===== src/rtl/refill_pkg.sv =====
package refill_pkg;
  typedef enum logic {ST_IDLE, ST_FILL} fill_st_e;
endpackage


===== src/rtl/refill_order.sv =====
// Maps a fetch position to a word index for the selected order.
module refill_order #(
  parameter int WORDS = 8,
  localparam int IDX_W = (WORDS > 1) ? $clog2(WORDS) : 1,
  localparam int CNT_W = $clog2(WORDS + 1)
) (
  input  logic             cwf_i,
  input  logic [IDX_W-1:0] crit_i,
  input  logic [CNT_W-1:0] pos_i,
  output logic [IDX_W-1:0] idx_o
);
  logic [CNT_W-1:0] pos_m1;
  logic [CNT_W-1:0] crit_ext;

  assign pos_m1   = pos_i - CNT_W'(1);
  assign crit_ext = CNT_W'(crit_i);

  always_comb begin
    if (!cwf_i)                   idx_o = pos_i[IDX_W-1:0];
    else if (pos_i == '0)         idx_o = crit_i;
    else if (pos_m1 < crit_ext)   idx_o = pos_m1[IDX_W-1:0];
    else                          idx_o = pos_i[IDX_W-1:0];
  end
endmodule


===== src/rtl/refill_buf.sv =====
// Line storage with per-word valid bits.
module refill_buf #(
  parameter int WORDS  = 8,
  parameter int WORD_W = 32,
  localparam int IDX_W = (WORDS > 1) ? $clog2(WORDS) : 1
) (
  input  logic              clk_i,
  input  logic              rst_ni,
  input  logic              clr_i,
  input  logic              wr_en_i,
  input  logic [IDX_W-1:0]  wr_idx_i,
  input  logic [WORD_W-1:0] wr_data_i,
  input  logic [IDX_W-1:0]  rd_idx_i,
  output logic [WORD_W-1:0] rd_data_o,
  output logic [WORDS-1:0]  vld_o
);
  logic [WORD_W-1:0] words [WORDS];

  for (genvar g = 0; g < WORDS; g++) begin : g_word
    logic [WORD_W-1:0] d_q;
    logic              v_q;
    always_ff @(posedge clk_i or negedge rst_ni) begin
      if (!rst_ni) begin
        d_q <= '0;
        v_q <= 1'b0;
      end else if (clr_i) begin
        v_q <= 1'b0;
      end else if (wr_en_i && wr_idx_i == IDX_W'(g)) begin
        d_q <= wr_data_i;
        v_q <= 1'b1;
      end
    end
    assign words[g] = d_q;
    assign vld_o[g] = v_q;
  end

  assign rd_data_o = words[rd_idx_i];


  single_write_chk: assert property (@(posedge clk_i) disable iff (!rst_ni)
    wr_en_i |-> !vld_o[wr_idx_i]);
endmodule


===== src/rtl/line_refill.sv =====
module line_refill #(
  parameter int WORDS  = 8,
  parameter int WORD_W = 32,
  parameter int LINE_W = 27,
  localparam int IDX_W = (WORDS > 1) ? $clog2(WORDS) : 1,
  localparam int CNT_W = $clog2(WORDS + 1)
) (
  input  logic              clk_i,
  input  logic              rst_ni,
  input  logic              miss_i,
  input  logic [LINE_W-1:0] miss_line_i,
  input  logic [IDX_W-1:0]  miss_idx_i,
  input  logic              cwf_i,
  output logic              miss_rdy_o,
  input  logic              cpu_req_i,
  input  logic [IDX_W-1:0]  cpu_idx_i,
  output logic              cpu_ack_o,
  output logic [WORD_W-1:0] cpu_rdata_o,
  output logic              mem_req_o,
  input  logic              mem_gnt_i,
  output logic [LINE_W-1:0] mem_line_o,
  output logic [IDX_W-1:0]  mem_idx_o,
  input  logic              mem_rvalid_i,
  input  logic [WORD_W-1:0] mem_rdata_i,
  output logic              line_done_o
);
  import refill_pkg::*;

  localparam logic [CNT_W-1:0] NWORDS = CNT_W'(WORDS);

  fill_st_e          st_q;
  logic [LINE_W-1:0] line_q;
  logic [IDX_W-1:0]  crit_q;
  logic              cwf_q;
  logic [CNT_W-1:0]  iss_q, rsp_q;
  logic [IDX_W-1:0]  rsp_idx;
  logic [WORD_W-1:0] buf_rdata;
  logic [WORDS-1:0]  vld;
  logic              busy, accept, wr_en, arrive_hit, done;

  assign busy   = (st_q == ST_FILL);
  assign accept = miss_i && (st_q == ST_IDLE);
  assign wr_en  = busy && mem_rvalid_i;
  assign done   = busy && (&vld);

  always_ff @(posedge clk_i or negedge rst_ni) begin
    if (!rst_ni) begin
      st_q   <= ST_IDLE;
      line_q <= '0;
      crit_q <= '0;
      cwf_q  <= 1'b0;
      iss_q  <= '0;
      rsp_q  <= '0;
    end else if (accept) begin
      st_q   <= ST_FILL;
      line_q <= miss_line_i;
      crit_q <= miss_idx_i;
      cwf_q  <= cwf_i;
      iss_q  <= '0;
      rsp_q  <= '0;
    end else if (busy) begin
      if (mem_req_o && mem_gnt_i) iss_q <= iss_q + CNT_W'(1);
      if (wr_en)                  rsp_q <= rsp_q + CNT_W'(1);
      if (done)                   st_q  <= ST_IDLE;
    end
  end

  // issue and response sides walk the same order independently
  refill_order #(.WORDS(WORDS)) u_iss_ord (
    .cwf_i (cwf_q),
    .crit_i(crit_q),
    .pos_i (iss_q),
    .idx_o (mem_idx_o)
  );

  refill_order #(.WORDS(WORDS)) u_rsp_ord (
    .cwf_i (cwf_q),
    .crit_i(crit_q),
    .pos_i (rsp_q),
    .idx_o (rsp_idx)
  );

  refill_buf #(.WORDS(WORDS), .WORD_W(WORD_W)) u_buf (
    .clk_i    (clk_i),
    .rst_ni   (rst_ni),
    .clr_i    (accept),
    .wr_en_i  (wr_en),
    .wr_idx_i (rsp_idx),
    .wr_data_i(mem_rdata_i),
    .rd_idx_i (cpu_idx_i),
    .rd_data_o(buf_rdata),
    .vld_o    (vld)
  );

  assign mem_req_o   = busy && (iss_q < NWORDS);
  assign mem_line_o  = line_q;
  assign miss_rdy_o  = (st_q == ST_IDLE);
  assign line_done_o = done;

  // forward the arriving word straight to the processor
  assign arrive_hit  = wr_en && (rsp_idx == cpu_idx_i);
  assign cpu_ack_o   = cpu_req_i && !accept && (vld[cpu_idx_i] || arrive_hit);
  assign cpu_rdata_o = arrive_hit ? mem_rdata_i : buf_rdata;


  miss_take_chk: assert property (@(posedge clk_i) disable iff (!rst_ni)
    (miss_i && miss_rdy_o) |=> !miss_rdy_o);

  req_hold_chk: assert property (@(posedge clk_i) disable iff (!rst_ni)
    (mem_req_o && !mem_gnt_i) |=> mem_req_o && $stable(mem_idx_o) && $stable(mem_line_o));

  done_pulse_chk: assert property (@(posedge clk_i) disable iff (!rst_ni)
    line_done_o |=> !line_done_o && miss_rdy_o);

  no_extra_req_chk: assert property (@(posedge clk_i) disable iff (!rst_ni)
    line_done_o |-> !mem_req_o);
endmodule


===== config.mk =====
export PLATFORM = sky130hd
export DESIGN_NAME = line_refill
export DESIGN_NICKNAME = d
export VERILOG_FILES = /design/src/rtl/refill_pkg.sv /design/src/rtl/refill_order.sv /design/src/rtl/refill_buf.sv /design/src/rtl/line_refill.sv
export SDC_FILE = /design/constraint.sdc
export NUM_CORES = 1
export LEC_CHECK = 0
export CAP_MARGIN = 20
export CORE_MARGIN = 2
export CORE_UTILIZATION = 41
export CTS_BUF_LIST = sky130_fd_sc_hd__clkbuf_4 sky130_fd_sc_hd__clkbuf_8 sky130_fd_sc_hd__clkbuf_16
export DETAILED_ROUTE_END_ITERATION = 16
export PLACE_DENSITY = 0.66
export SLEW_MARGIN = 0
export SYNTH_ARGS = -nofsm -noshare
export SYNTH_HDL_FRONTEND = slang
export SYNTH_SLANG_ARGS = --single-unit

===== constraint.sdc =====
create_clock -name clk_i -period 5.8 [get_ports clk_i]
set_input_delay 0.87 -clock clk_i [delete_from_list [all_inputs] [get_ports clk_i]]
set_output_delay 0.87 -clock clk_i [all_outputs]
set_load 0.01 [all_outputs]

==> impl_results.md <==
- Outcome: complete, no violations
- Placeable Area: approximately 34000 um^2
- GRT overflow: 0
- DRT Pass-1 Iters: 4
- Synth Cell Area: approximately 14000 um^2
- DRC viols: 0
- Async set-reset flop share out of synthesis: 100%
- Worst Setup End Kind: output port
- Mean area per synthesized cell: about 15 um^2
- Later-pin clock latency in the skew report: 0.51 ns
- Setup bufs post-CTS: 0
- First-pass GRT wire length: just over 50000 um
- Initial DRC Count: around 370
- Rows: between 60 and 70
- Final std cells w/o fill: 1595
- Number of synthesized register bits: 304
- Number of library cell types mapped by synthesis: 53
- Share of cells above drive strength 1: about two fifths
- Yosys top cell by area: dfrtp_1
- Final setup viols: 0
- H-Tree Level Count: 2
- EDFF count, synth: 0
- Crit start category: register
- Final instance area: around 17000 um^2
- Placed insts: 1533
- Synth cell count leaders: dfrtp_1 (304), mux2_2 (289), nand2_1 (116)
- Max_slew headroom: 46.4%
- Total Nets Final: between 1000 and 1500
- Starting Density: 41.6%
- Adder-Cell Fraction of Synth Area: less than 1%
- Final setup TNS: 0 ns
- Bufs on Longest Clock Path: 3
- Largest net degree at the start of global routing: roughly 150
- Crit path largest cell delay: approximately 0.49 ns
- Root buffer cell: clkbuf_16
- Diode count: 0
- Number of global-route vias before repair: approximately 9000
- Unrepaired setup endpoints after global routing: no
- # clock sinks: 304
- Synth Flop Type: dfrtp_1
- Clk pin slew, worst setup/hold paths: approximately 0.06 ns
- Synth Area in XOR/XNOR: less than 1%
- Worst Path Class, Setup: register to output port
- Die Y: ~190 um
- Drt total wl: ~32000 um
- Synth Area in Compound Gates: between 1.5 and 2%
- Max-cap viol count: 0
- Full die area: 36500 um^2
- Initial antenna violation count: 0
- Placer congestion estimate: ~0.77
- Min-Delay Path Class: input pin to async pin
- Peak supply drop: about 0.27 mV
- Worst Path Max Fanout: 10
- Critical path data required time: 4.93 ns
- Slew @ Worst Pin: around 0.8 ns
- Simple-gate share of the synthesized area: between 5 and 6%
- TritonCTS clock tree: built
- # hold bufs at CTS: 0
- Power density over cell area: 604 nW/um^2
- WP data arrival: roughly 4.4 ns
- Tmin final: approximately 5.3 ns
- Total GRT Usage: 17.8%
- Ports: about 140
- CP cell instances: inv_1, ha_1, xor2_1, ha_1, a21oi_1, o21ai_1, nor3_1, nor3_1, o2111ai_4, buf_4, mux2_2, clkdlybuf4s50_1
- Total CTS buffers: 35
- Clk_skew: 0.0125 ns
- Post-route ant nets: 0
- Syn Inst Count: approximately 1000
- Syn-to-layout area delta: 21.2%
- Seq/Total Area, Yosys: 53.1%
- Mapped Nets: between 1000 and 1500
- Post-Place Cell Area: between 15000 and 20000 um^2
- Chip Width: 191 um
- Routed vias/inst: ~5.3
- CTS resizes: 0
- Drt wl/cell: between 15 and 20 um
- # port buffers: 137
- Synth area leaders: dfrtp_1 (53%), mux2_2 (23%), mux4_2 (10%), nand2_1 (3.0%), mux2_4 (2.1%)
- Pwr Total: between 10 and 15 mW
- Via count: roughly 8500
- Multiplexer share of the synthesized area: between 30% and 40%
- Endpoints failing hold: 0
- Final period util: between 90% and 100%
- Max Slew Vio Count: 0
- LEAKAGE: ~7.4 nW
- Fmax: between 0.15 and 0.2 GHz
- Largest family of logic cells by synthesized area: multiplexers
- Top cell type's share of synthesized area: between 50% and 60%
- DP HPWL: around 19000 um
- Most frequent cell after synthesis: dfrtp_1
- Critical path's slowest cell: dfrtp_1
- YS warnings: 0
- Finished Core Util: roughly half
==> path summary, 6_finish.rpt <==
check	from	endpoint	slack, ns	depth (start not counted)
max reg2reg	rsp_q[0]$_DFFE_PN0P_	u_buf.g_word[5].d_q[4]$_DFFE_PN0P_	1.64	11
max in group asynchronous	rst_ni	u_buf.g_word[7].d_q[16]$_DFFE_PN0P_	4.11	2
max	rsp_q[0]$_DFFE_PN0P_	cpu_rdata_o[27]	0.54	12
min reg2reg	mem_line_o[23]$_DFFE_PN0P_	mem_line_o[23]$_DFFE_PN0P_	0.47	2
min	rst_ni	mem_line_o[25]$_DFFE_PN0P_	0.37	1
min in group clk_i	mem_line_o[23]$_DFFE_PN0P_	mem_line_o[23]$_DFFE_PN0P_	0.47	2
==> kinds of logic after synthesis <==
family | count (synthesis)
multiplexers | 389
flip-flops | 304
AND/OR/NAND/NOR | 162
buffers and inverters | 73
AO/OA/AOI/OAI | 39
adder cells (fa/ha/maj) | 8
XOR/XNOR | 6
==> cell type report <==
class | instances | area (um^2)
multi-input combinational | 604 | 6410
tap | 455 | 569
timing repair buffer | 161 | 1570
clock buffer | 48 | 1010
inverter | 11 | 41.3
fill | 2993 | 17100
clock inverter | 12 | 153
sequential | 304 | 7610
==> worst max-delay path: cells and delay by family, from the launching register on <==
| family | cells | cell delay (ns) |
|---|---|---|
| buffers and inverters | 3 | 0.92 |
| AO/OA/AOI/OAI | 3 | 0.72 |
| AND/OR/NAND/NOR | 2 | 0.65 |
| adder cells (fa/ha/maj) | 2 | 0.58 |
| flip-flops | 1 | 0.49 |
| multiplexers | 1 | 0.37 |
| XOR/XNOR | 1 | 0.15 |
==> placed cells by master, fill, tap and decap left out, types with 3 or more instances in the layout <==
cell	n
nand3_1	4
ha_1	8
mux2_4	20
dfrtp_1	304
and2_1	3
nand2_1	116
nor3_1	4
buf_4	23
clkinv_2	6
clkbuf_4	9
a21oi_1	3
o21ai_0	13
mux2_2	289
bufinv_16	3
nor2_1	9
mux2_1	12
nand3_2	4
mux4_2	66
clkbuf_16	36
clkdlybuf4s50_1	133
xnor2_1	3
inv_1	11
clkbuf_8	3
xor2_1	3
a21o_1	4
==> power by group <==
group          internal (mW)  total, mW  switching, mW
clock                   1.36       2.21          0.859
sequential              3.21       3.77          0.560
combinational           2.65       4.50           1.85
total                   7.22       10.5           3.27
==> flip-flops by register name, indices dropped and copies added (netlist names) <==
signal	flops
mem_line_o	27
cwf_q	1
u_buf.g_word.v_q	8
rsp_q	4
busy	1
u_buf.g_word.d_q	256
iss_q	4
crit_q	3
==> per-stage QoR <==
stage	worst slack, ns	hold WS (ns)
2_1_floorplan	1.82	0.452
3_3_place_gp	0.713	0.459
6_report	0.541	0.366
4_1_cts	0.0670	0.402
5_1_grt	0.269	0.439
3_5_place_dp	0.635	0.463
==> metal layers <==
| metal | part of all wire, % | vias to the layer above | track usage (%) | wire, um |
|---|---|---|---|---|
| li1 | - | 3851 | - | - |
| met1 | 47 | 4478 | 25.1 | 14900 |
| met2 | 47 | 136 | 29.3 | 14900 |
| met3 | 3.7 | 46 | 2.48 | 1180 |
| met4 | 1.9 | 0 | 4.38 | 597 |
| met5 | 0 | - | 0 | 0 |
Power figures use the tool's default switching activity.
